## config.mk

```make
export PLATFORM = sky130hd
export DESIGN_NAME = sysmode_clkdiv
export DESIGN_NICKNAME = d
export VERILOG_FILES = /design/src/rtl/sysmode_pkg.sv /design/src/rtl/sysmode_reg.sv /design/src/rtl/sysmode_halver.sv /design/src/rtl/sysmode_prescaler.sv /design/src/rtl/sysmode_clkdiv.sv
export SDC_FILE = /design/constraint.sdc
export NUM_CORES = 1
export LEC_CHECK = 0
export ABC_AREA = 1
export BUFFER_PORTS_ARGS = -buffer_cell sky130_fd_sc_hd__buf_2
export CAP_MARGIN = 0
export CORE_MARGIN = 2
export CORE_UTILIZATION = 49
export CTS_BUF_LIST = sky130_fd_sc_hd__clkbuf_16
export DETAILED_ROUTE_END_ITERATION = 6
export HOLD_SLACK_MARGIN = 0.12
export PLACE_DENSITY_LB_ADDON = 0.2
export SLEW_MARGIN = 20
export SYNTH_ARGS = -nofsm -noshare
export SYNTH_HDL_FRONTEND = slang
export SYNTH_SLANG_ARGS = --single-unit
```

## constraint.sdc

```tcl
create_clock -name clk -period 2.2 [get_ports clk]
set_input_delay 0 -clock clk [delete_from_list [all_inputs] [get_ports clk]]
set_output_delay 0 -clock clk [all_outputs]
set_load 0.1 [all_outputs]
```

## src/rtl/sysmode_pkg.sv

```systemverilog
package sysmode_pkg;
  localparam int DATA_W = 8;
  localparam int PRS_W  = 3;

  // Field order is fixed: software depends on these bit positions.
  typedef struct packed {
    logic             sys_stk;
    logic             usr_stk;
    logic             halve;
    logic [PRS_W-1:0] prs;
    logic             bus_req;
    logic             hiz;
  } mode_t;

  localparam logic [DATA_W-1:0] MODE_RESET = 8'hE0;
endpackage

```

## src/rtl/sysmode_reg.sv

```systemverilog
module sysmode_reg
  import sysmode_pkg::*;
#(
  parameter int ADDR_W = 8,
  parameter logic [ADDR_W-1:0] REG_ADDR = 8'd235
) (
  input  logic              clk,
  input  logic              rst_n,
  input  logic              wr_en,
  input  logic              rd_en,
  input  logic [ADDR_W-1:0] addr,
  input  logic [DATA_W-1:0] wdata,
  output logic [DATA_W-1:0] rdata,
  output mode_t             mode_q
);
  logic hit;
  assign hit = (addr == REG_ADDR);

  always_ff @(posedge clk) begin
    if (!rst_n)             mode_q <= mode_t'(MODE_RESET);
    else if (wr_en && hit)  mode_q <= mode_t'(wdata);
  end

  assign rdata = (rd_en && hit) ? DATA_W'(mode_q) : '0;
endmodule

```

## src/rtl/sysmode_halver.sv

```systemverilog
module sysmode_halver (
  input  logic clk,
  input  logic rst_n,
  input  logic halve,
  input  logic restart,
  output logic tick
);
  logic phase_q;

  // When halving, only every second cycle produces a tick.
  assign tick = !halve || phase_q;

  always_ff @(posedge clk) begin
    if (!rst_n)                 phase_q <= 1'b0;
    else if (restart || !halve) phase_q <= 1'b0;
    else                        phase_q <= ~phase_q;
  end
endmodule

```

## src/rtl/sysmode_prescaler.sv

```systemverilog
module sysmode_prescaler
  import sysmode_pkg::*;
#(
  parameter int CNT_W = PRS_W,
  parameter logic RST_HALVE = 1'b1,
  parameter logic [CNT_W-1:0] RST_PRS = '0
) (
  input  logic             clk,
  input  logic             rst_n,
  input  logic             tick,
  input  logic             new_halve,
  input  logic [CNT_W-1:0] new_prs,
  output logic             halve_act,
  output logic             pulse
);
  logic [CNT_W-1:0] cnt_q;
  logic [CNT_W-1:0] prs_act;

  assign pulse = tick && (cnt_q == prs_act);

  // Settings are taken only at the pulse that closes a period.
  always_ff @(posedge clk) begin
    if (!rst_n) begin
      cnt_q     <= '0;
      prs_act   <= RST_PRS;
      halve_act <= RST_HALVE;
    end else if (pulse) begin
      cnt_q     <= '0;
      prs_act   <= new_prs;
      halve_act <= new_halve;
    end else if (tick) begin
      cnt_q     <= cnt_q + 1'b1;
    end
  end
endmodule

```

## src/rtl/sysmode_clkdiv.sv

```systemverilog
module sysmode_clkdiv
  import sysmode_pkg::*;
#(
  parameter int ADDR_W = 8,
  parameter logic [ADDR_W-1:0] REG_ADDR = 8'd235
) (
  input  logic              clk,
  input  logic              rst_n,
  input  logic              wr_en,
  input  logic              rd_en,
  input  logic [ADDR_W-1:0] addr,
  input  logic [DATA_W-1:0] wdata,
  output logic [DATA_W-1:0] rdata,
  output logic              sys_stk_int,
  output logic              usr_stk_int,
  output logic              bus_req_en,
  output logic              hiz_en,
  output logic              int_clk_en
);
  localparam mode_t RST_MODE = mode_t'(MODE_RESET);

  mode_t mode_q;
  logic  halve_act;
  logic  tick;

  sysmode_reg #(.ADDR_W(ADDR_W), .REG_ADDR(REG_ADDR)) reg_i (
    .clk(clk), .rst_n(rst_n), .wr_en(wr_en), .rd_en(rd_en),
    .addr(addr), .wdata(wdata), .rdata(rdata), .mode_q(mode_q)
  );

  sysmode_halver halver_i (
    .clk(clk), .rst_n(rst_n), .halve(halve_act),
    .restart(int_clk_en), .tick(tick)
  );

  sysmode_prescaler #(
    .CNT_W(PRS_W), .RST_HALVE(RST_MODE.halve), .RST_PRS(RST_MODE.prs)
  ) presc_i (
    .clk(clk), .rst_n(rst_n), .tick(tick),
    .new_halve(mode_q.halve), .new_prs(mode_q.prs),
    .halve_act(halve_act), .pulse(int_clk_en)
  );

  assign sys_stk_int = mode_q.sys_stk;
  assign usr_stk_int = mode_q.usr_stk;
  assign bus_req_en  = mode_q.bus_req;
  assign hiz_en      = mode_q.hiz;
endmodule

```

Word level (Yosys, flattened, before mapping)
Index checks and enable logic that the tools add are counted.
{"block": "word_totals", "input_bits": 20, "regBits": 16}
{"block": "op_classes", "mux": 1, "addsub": 1, "eq_ne": 2, "bitwise": 2, "reduce_logical": 8}
{"op": "$eq 8x8->1 const B", "count": 1}
{"op": "$mux 8", "count": 1}
{"op": "$reduce_or 2->1", "count": 2}
{"op": "$add 3x1->3 const B", "count": 1}
{"op": "$eq 3x3->1", "count": 1}
{"op": "$logic_and 1x1->1", "count": 3}
{"op": "$logic_or 1x1->1", "count": 2}
{"op": "$not 1->1", "count": 2}
{"op": "$logic_not 1->1", "count": 1}

Longest topological paths before layout
{"block": "depth", "depth_word": 5, "mapped_depth": 8, "ltp_nobuf": 7}

By module
A second synthesis with hierarchy kept.
{"block": "unflattened", "hier_cells": 150, "area_unflattened_um2": 953.4}
{"module": "sysmode_reg", "seq_area_each_um2": 160.2, "instances": 1, "area_per_inst_um2": 494.2, "cells_each": 81}
{"module": "sysmode_prescaler", "seq_area_each_um2": 140.1, "instances": 1, "area_per_inst_um2": 415.4, "cells_each": 63}
{"module": "sysmode_halver", "seq_area_each_um2": 20.0, "instances": 1, "area_per_inst_um2": 43.8, "cells_each": 6}

Worst setup path before layout
No wires, ideal clock.
{"block": "synth_timing", "path_type": "flip-flop to output port", "startpoint": "register, netlist name reg_i.mode_q[0]", "endpoint": "output port rdata[0]", "arrival_time_ns": 2.362, "path_slack_ns": -0.162, "path_stages_with_launch": 3, "required_ns": 2.200, "cell_sequence": "dfxtp_1 -> inv_1 -> nor2_1"}
{"block": "synth_between", "elab_chain_cells": 1}
{"item": "$mux 8", "line_no": "sysmode_reg.sv:24", "text": "assign rdata = (rd_en && hit) ? DATA_W'(mode_q) : '0;"}
{"item": "to (decl)", "line_no": "sysmode_clkdiv.sv:13", "text": "output logic [DATA_W-1:0] rdata,"}
No other way between the ends.

Final worst setup path
{"block": "layout_timing", "startpoint": "register presc_i.cnt_q[0]", "endpoint": "output port int_clk_en"}
{"block": "layout_between", "elab_chain_cells": 2}
{"item": "from (decl)", "line_no": "sysmode_prescaler.sv:16", "text": "logic [CNT_W-1:0] cnt_q;"}
{"item": "from (signal assigned)", "line_no": "sysmode_prescaler.sv:32", "text": "cnt_q <= cnt_q + 1'b1;"}
{"item": "$eq 3x3->1", "line_no": "sysmode_prescaler.sv:19", "text": "assign pulse = tick && (cnt_q == prs_act);"}
{"item": "$logic_and 1x1->1", "line_no": "sysmode_prescaler.sv:19"}
{"item": "to (decl)", "line_no": "sysmode_clkdiv.sv:18", "text": "output logic int_clk_en"}
No other way between the ends.

==> impl_metrics.env <==
export IMPL_status="finished clean"
export IMPL_p_seq_share_pct=32.7
export IMPL_crit_arrival_ns=1.58
export IMPL_switching_share_pct=35.7
export IMPL_cp_required_ns=2.20
export IMPL_grt_pass1_wl_microns=3440
export IMPL_num_rows=14
export IMPL_cts_resized=0
export IMPL_drive_gt1_share_pct=26.0
export IMPL_initial_utilization_pct=52.7
export IMPL_dp_hpwl_microns=1230
export IMPL_tightest_slew_ns=0.490
export IMPL_ys_seq_area_share_pct=40.4
export IMPL_critPathCaptureType="output pin"
export IMPL_clock_path_buffers=2
export IMPL_first_iter_violations=9
export IMPL_gp_congestion=0.782
export IMPL_power_share_clock_pct=33.5
export IMPL_num_vias=880
export IMPL_syn_to_final_growth_pct=53.0
export IMPL_p_total_mw=1.06
export IMPL_vias_per_cell=4.66
export IMPL_cts_root_buf="clkbuf_16"
export IMPL_insertion_delay_ns=0.25
export IMPL_layout_common_cells="nand2_1 (36), buf_2 (32), nor2_1 (22)"
export IMPL_cts_buffers=3
export IMPL_synth_seq_cells=16
export IMPL_die_w_microns=44.2
export IMPL_min_period_over_period_pct=71.9
export IMPL_hold_violations=0
export IMPL_slew_headroom_pct=67.6
export IMPL_num_antenna_cells=0
export IMPL_die_h_microns=44.2
export IMPL_syn_instance_count=122
export IMPL_cts_htree_levels=1
export IMPL_synth_area_leaders="dfxtp_1 (40%), nand2_1 (17%), nor2_1 (12%), inv_1 (9.5%), nand3_1 (5.7%)"
export IMPL_setup_viol=0
export IMPL_cts_tree="built"
export IMPL_peakVddDrop_mv=0.463
export IMPL_routed_wirelength_microns=2090
export IMPL_port_buffers=32
export IMPL_start_kind="flop"
export IMPL_p_comb_share_pct=33.8
export IMPL_finalNetCount=195
export IMPL_hold_class="reg -> reg"
export IMPL_synth_top_cell_by_area="dfxtp_1"
export IMPL_grt_usage_pct=24.6
export IMPL_timing_rr_end="reg_i.mode_q[1]"
export IMPL_setup_tns_ns=0
export IMPL_mostFrequentLayoutCell="nand2_1"
export IMPL_post_route_drc_count=0
export IMPL_rsz0062_at_grt="false"
export IMPL_ff2ff_setup_slack_ns=0.94
export IMPL_cts_setup_buffers=0
export IMPL_critPathMaxFanout=8
export IMPL_syn_nets=143
export IMPL_synth_avg_cell_area_sq_um=6.50
export IMPL_worst_path_stages=7
export IMPL_synth_area_sq_um=793
export IMPL_r2r_cells=5
export IMPL_cpMostUsedCell="nand2_1"
export IMPL_cp_buffers_inverters=3
export IMPL_synth_top_area_share_pct=40.4
export IMPL_cpLargestDelayFamily="buffers and inverters"
export IMPL_timing_rr_start="reg_i.mode_q[1]"
export IMPL_yosys_warnings=0
export IMPL_io_pins=33
export IMPL_crit_path_start="presc_i.cnt_q[0]"
export IMPL_period_needed_ns=1.58
export IMPL_internal_power_mw=0.684
export IMPL_die_area_sq_um=1960
export IMPL_grt_max_degree=15
export IMPL_path_cells="inv_1, nand2_1, nand2_1, nor2_4, nand2_1, inv_1, buf_2"
export IMPL_fmax_mhz=632
export IMPL_cellLeakagePower_nw=0.685
export IMPL_wl_per_cell_microns=11.1
export IMPL_hold_depth=2
export IMPL_slowest_stage="buf_2"
export IMPL_ant_nets=0
export IMPL_drv_cap=0
export IMPL_first_global_vias=819
export IMPL_synth_cell_types=15
export IMPL_power_density_nw_per_um2=875
export IMPL_critPathKind="reg -> out"
export IMPL_endpoint="int_clk_en"
export IMPL_drv_slew=0
export IMPL_dr_pass1_iters=4
export IMPL_clk_pin_slew_ns=0.05
export IMPL_core_sq_um=1510
export IMPL_clock_sinks=16
export IMPL_critPathMaxStageDelay_ns=0.41
export IMPL_netSwitchingPower_mw=0.379
export IMPL_fin_worst_skew_ns=0.00489
export IMPL_gr_total_overflow=0
export IMPL_antenna_found_initial=0
==> tightest hold or removal path: cells and delay by family, from the launching register on <==
kind	cells	cell delay (ns)
flops	1	0.32
simple gates	2	0.13
==> how the worst min path moves through the flow <==
| stage | slack (ns) | endpoint | startpoint |
|---|---|---|---|
| after CTS | 0.50 | presc_i.halve_act | presc_i.halve_act |
| after detailed placement | 0.21 | reg_i.mode_q[6] | wdata[6] |
| after global routing | 0.53 | presc_i.halve_act | presc_i.halve_act |
| after floorplan | 0.11 | reg_i.mode_q[5] | wdata[5] |
| after global placement | 0.20 | reg_i.mode_q[7] | wdata[7] |
| final | 0.50 | presc_i.halve_act | presc_i.halve_act |
==> synthesized netlist by cell type <==
| master | instances |
|---|---|
| nor2_1 | 26 |
| xor2_1 | 2 |
| nand2_1 | 36 |
| nand3_1 | 9 |
| a21oi_1 | 3 |
| buf_6 | 1 |
| nor2_4 | 2 |
| nor2_2 | 2 |
| buf_4 | 1 |
| nand2_2 | 1 |
| dfxtp_1 | 16 |
| inv_1 | 20 |
| ha_1 | 1 |
| nand3_2 | 1 |
| o21ai_0 | 1 |
==> repair_timing <==
item                                    in CTS  in global routing
endpoints found under the hold margin       13                  0
endpoints found under the setup margin       0                  0
hold buffers                                17                  0
==> metrics by stage <==
step	instance area, sq um	util [%]	setup WS [ns]	instances	hold slack (ns)
floorplan	803	-	0.270	122	0.113
global placement	965	64.0	0.917	168	0.199
detailed placement	965	64.0	0.902	168	0.208
CTS	1210	80.6	0.623	189	0.502
global route	1210	80.6	0.498	189	0.527
finish	1210	80.6	0.618	189	0.501
==> sequential cells by signal (all words and copies together), names as in the netlist <==
register           count
presc_i.prs_act        3
halver_i.phase_q       1
presc_i.halve_act      1
reg_i.mode_q           8
presc_i.cnt_q          3
==> logic make-up (layout without fill, tap and decap cells) <==
family | after synthesis | after routing | share of synthesized area (%)
AOI/OAI and AO/OA | 4 | 4 | 2.52
buffers and inverters | 22 | 73 | 11.8
adders and majority gates | 1 | 1 | 1.58
DFF | 16 | 16 | 40.4
and+or+nand+nor | 77 | 77 | 41.5
xor gates and xnor gates | 2 | 2 | 2.21
==> power groups by stage <==
stage | Combinational (mW) | Sequential (mW) | Clock [mW]
6_report | 0.359 | 0.348 | 0.356
5_1_grt | 0.404 | 0.351 | 0.374
4_1_cts | 0.358 | 0.348 | 0.359
3_5_place_dp | 0.343 | 0.353 | 0
3_3_place_gp | 0.337 | 0.352 | 0
2_1_floorplan | 0.287 | 0.349 | 0
==> layer usage <==
| metal | GRT usage [%] | wire length [microns] | vias up |
|---|---|---|---|
| met4 | 5.45 | 16 | 0 |
| met2 | 47.1 | 1140 | 25 |
| met3 | 7.35 | 83 | 2 |
| met1 | 26.1 | 859 | 389 |
| li1 | - | - | 464 |
| met5 | 0 | 0 | - |
==> cell type report <==
cell class | instances | area, sq um
Sequential cell | 16 | 320
Tap cell | 16 | 20.0
Inverter | 20 | 75.1
Timing Repair Buffer | 49 | 330
Clock buffer | 3 | 75.1
Multi-Input combinational cell | 84 | 389
Clock inverter | 1 | 3.75
Fill cell | 103 | 293
Power figures use the tool's default switching activity.
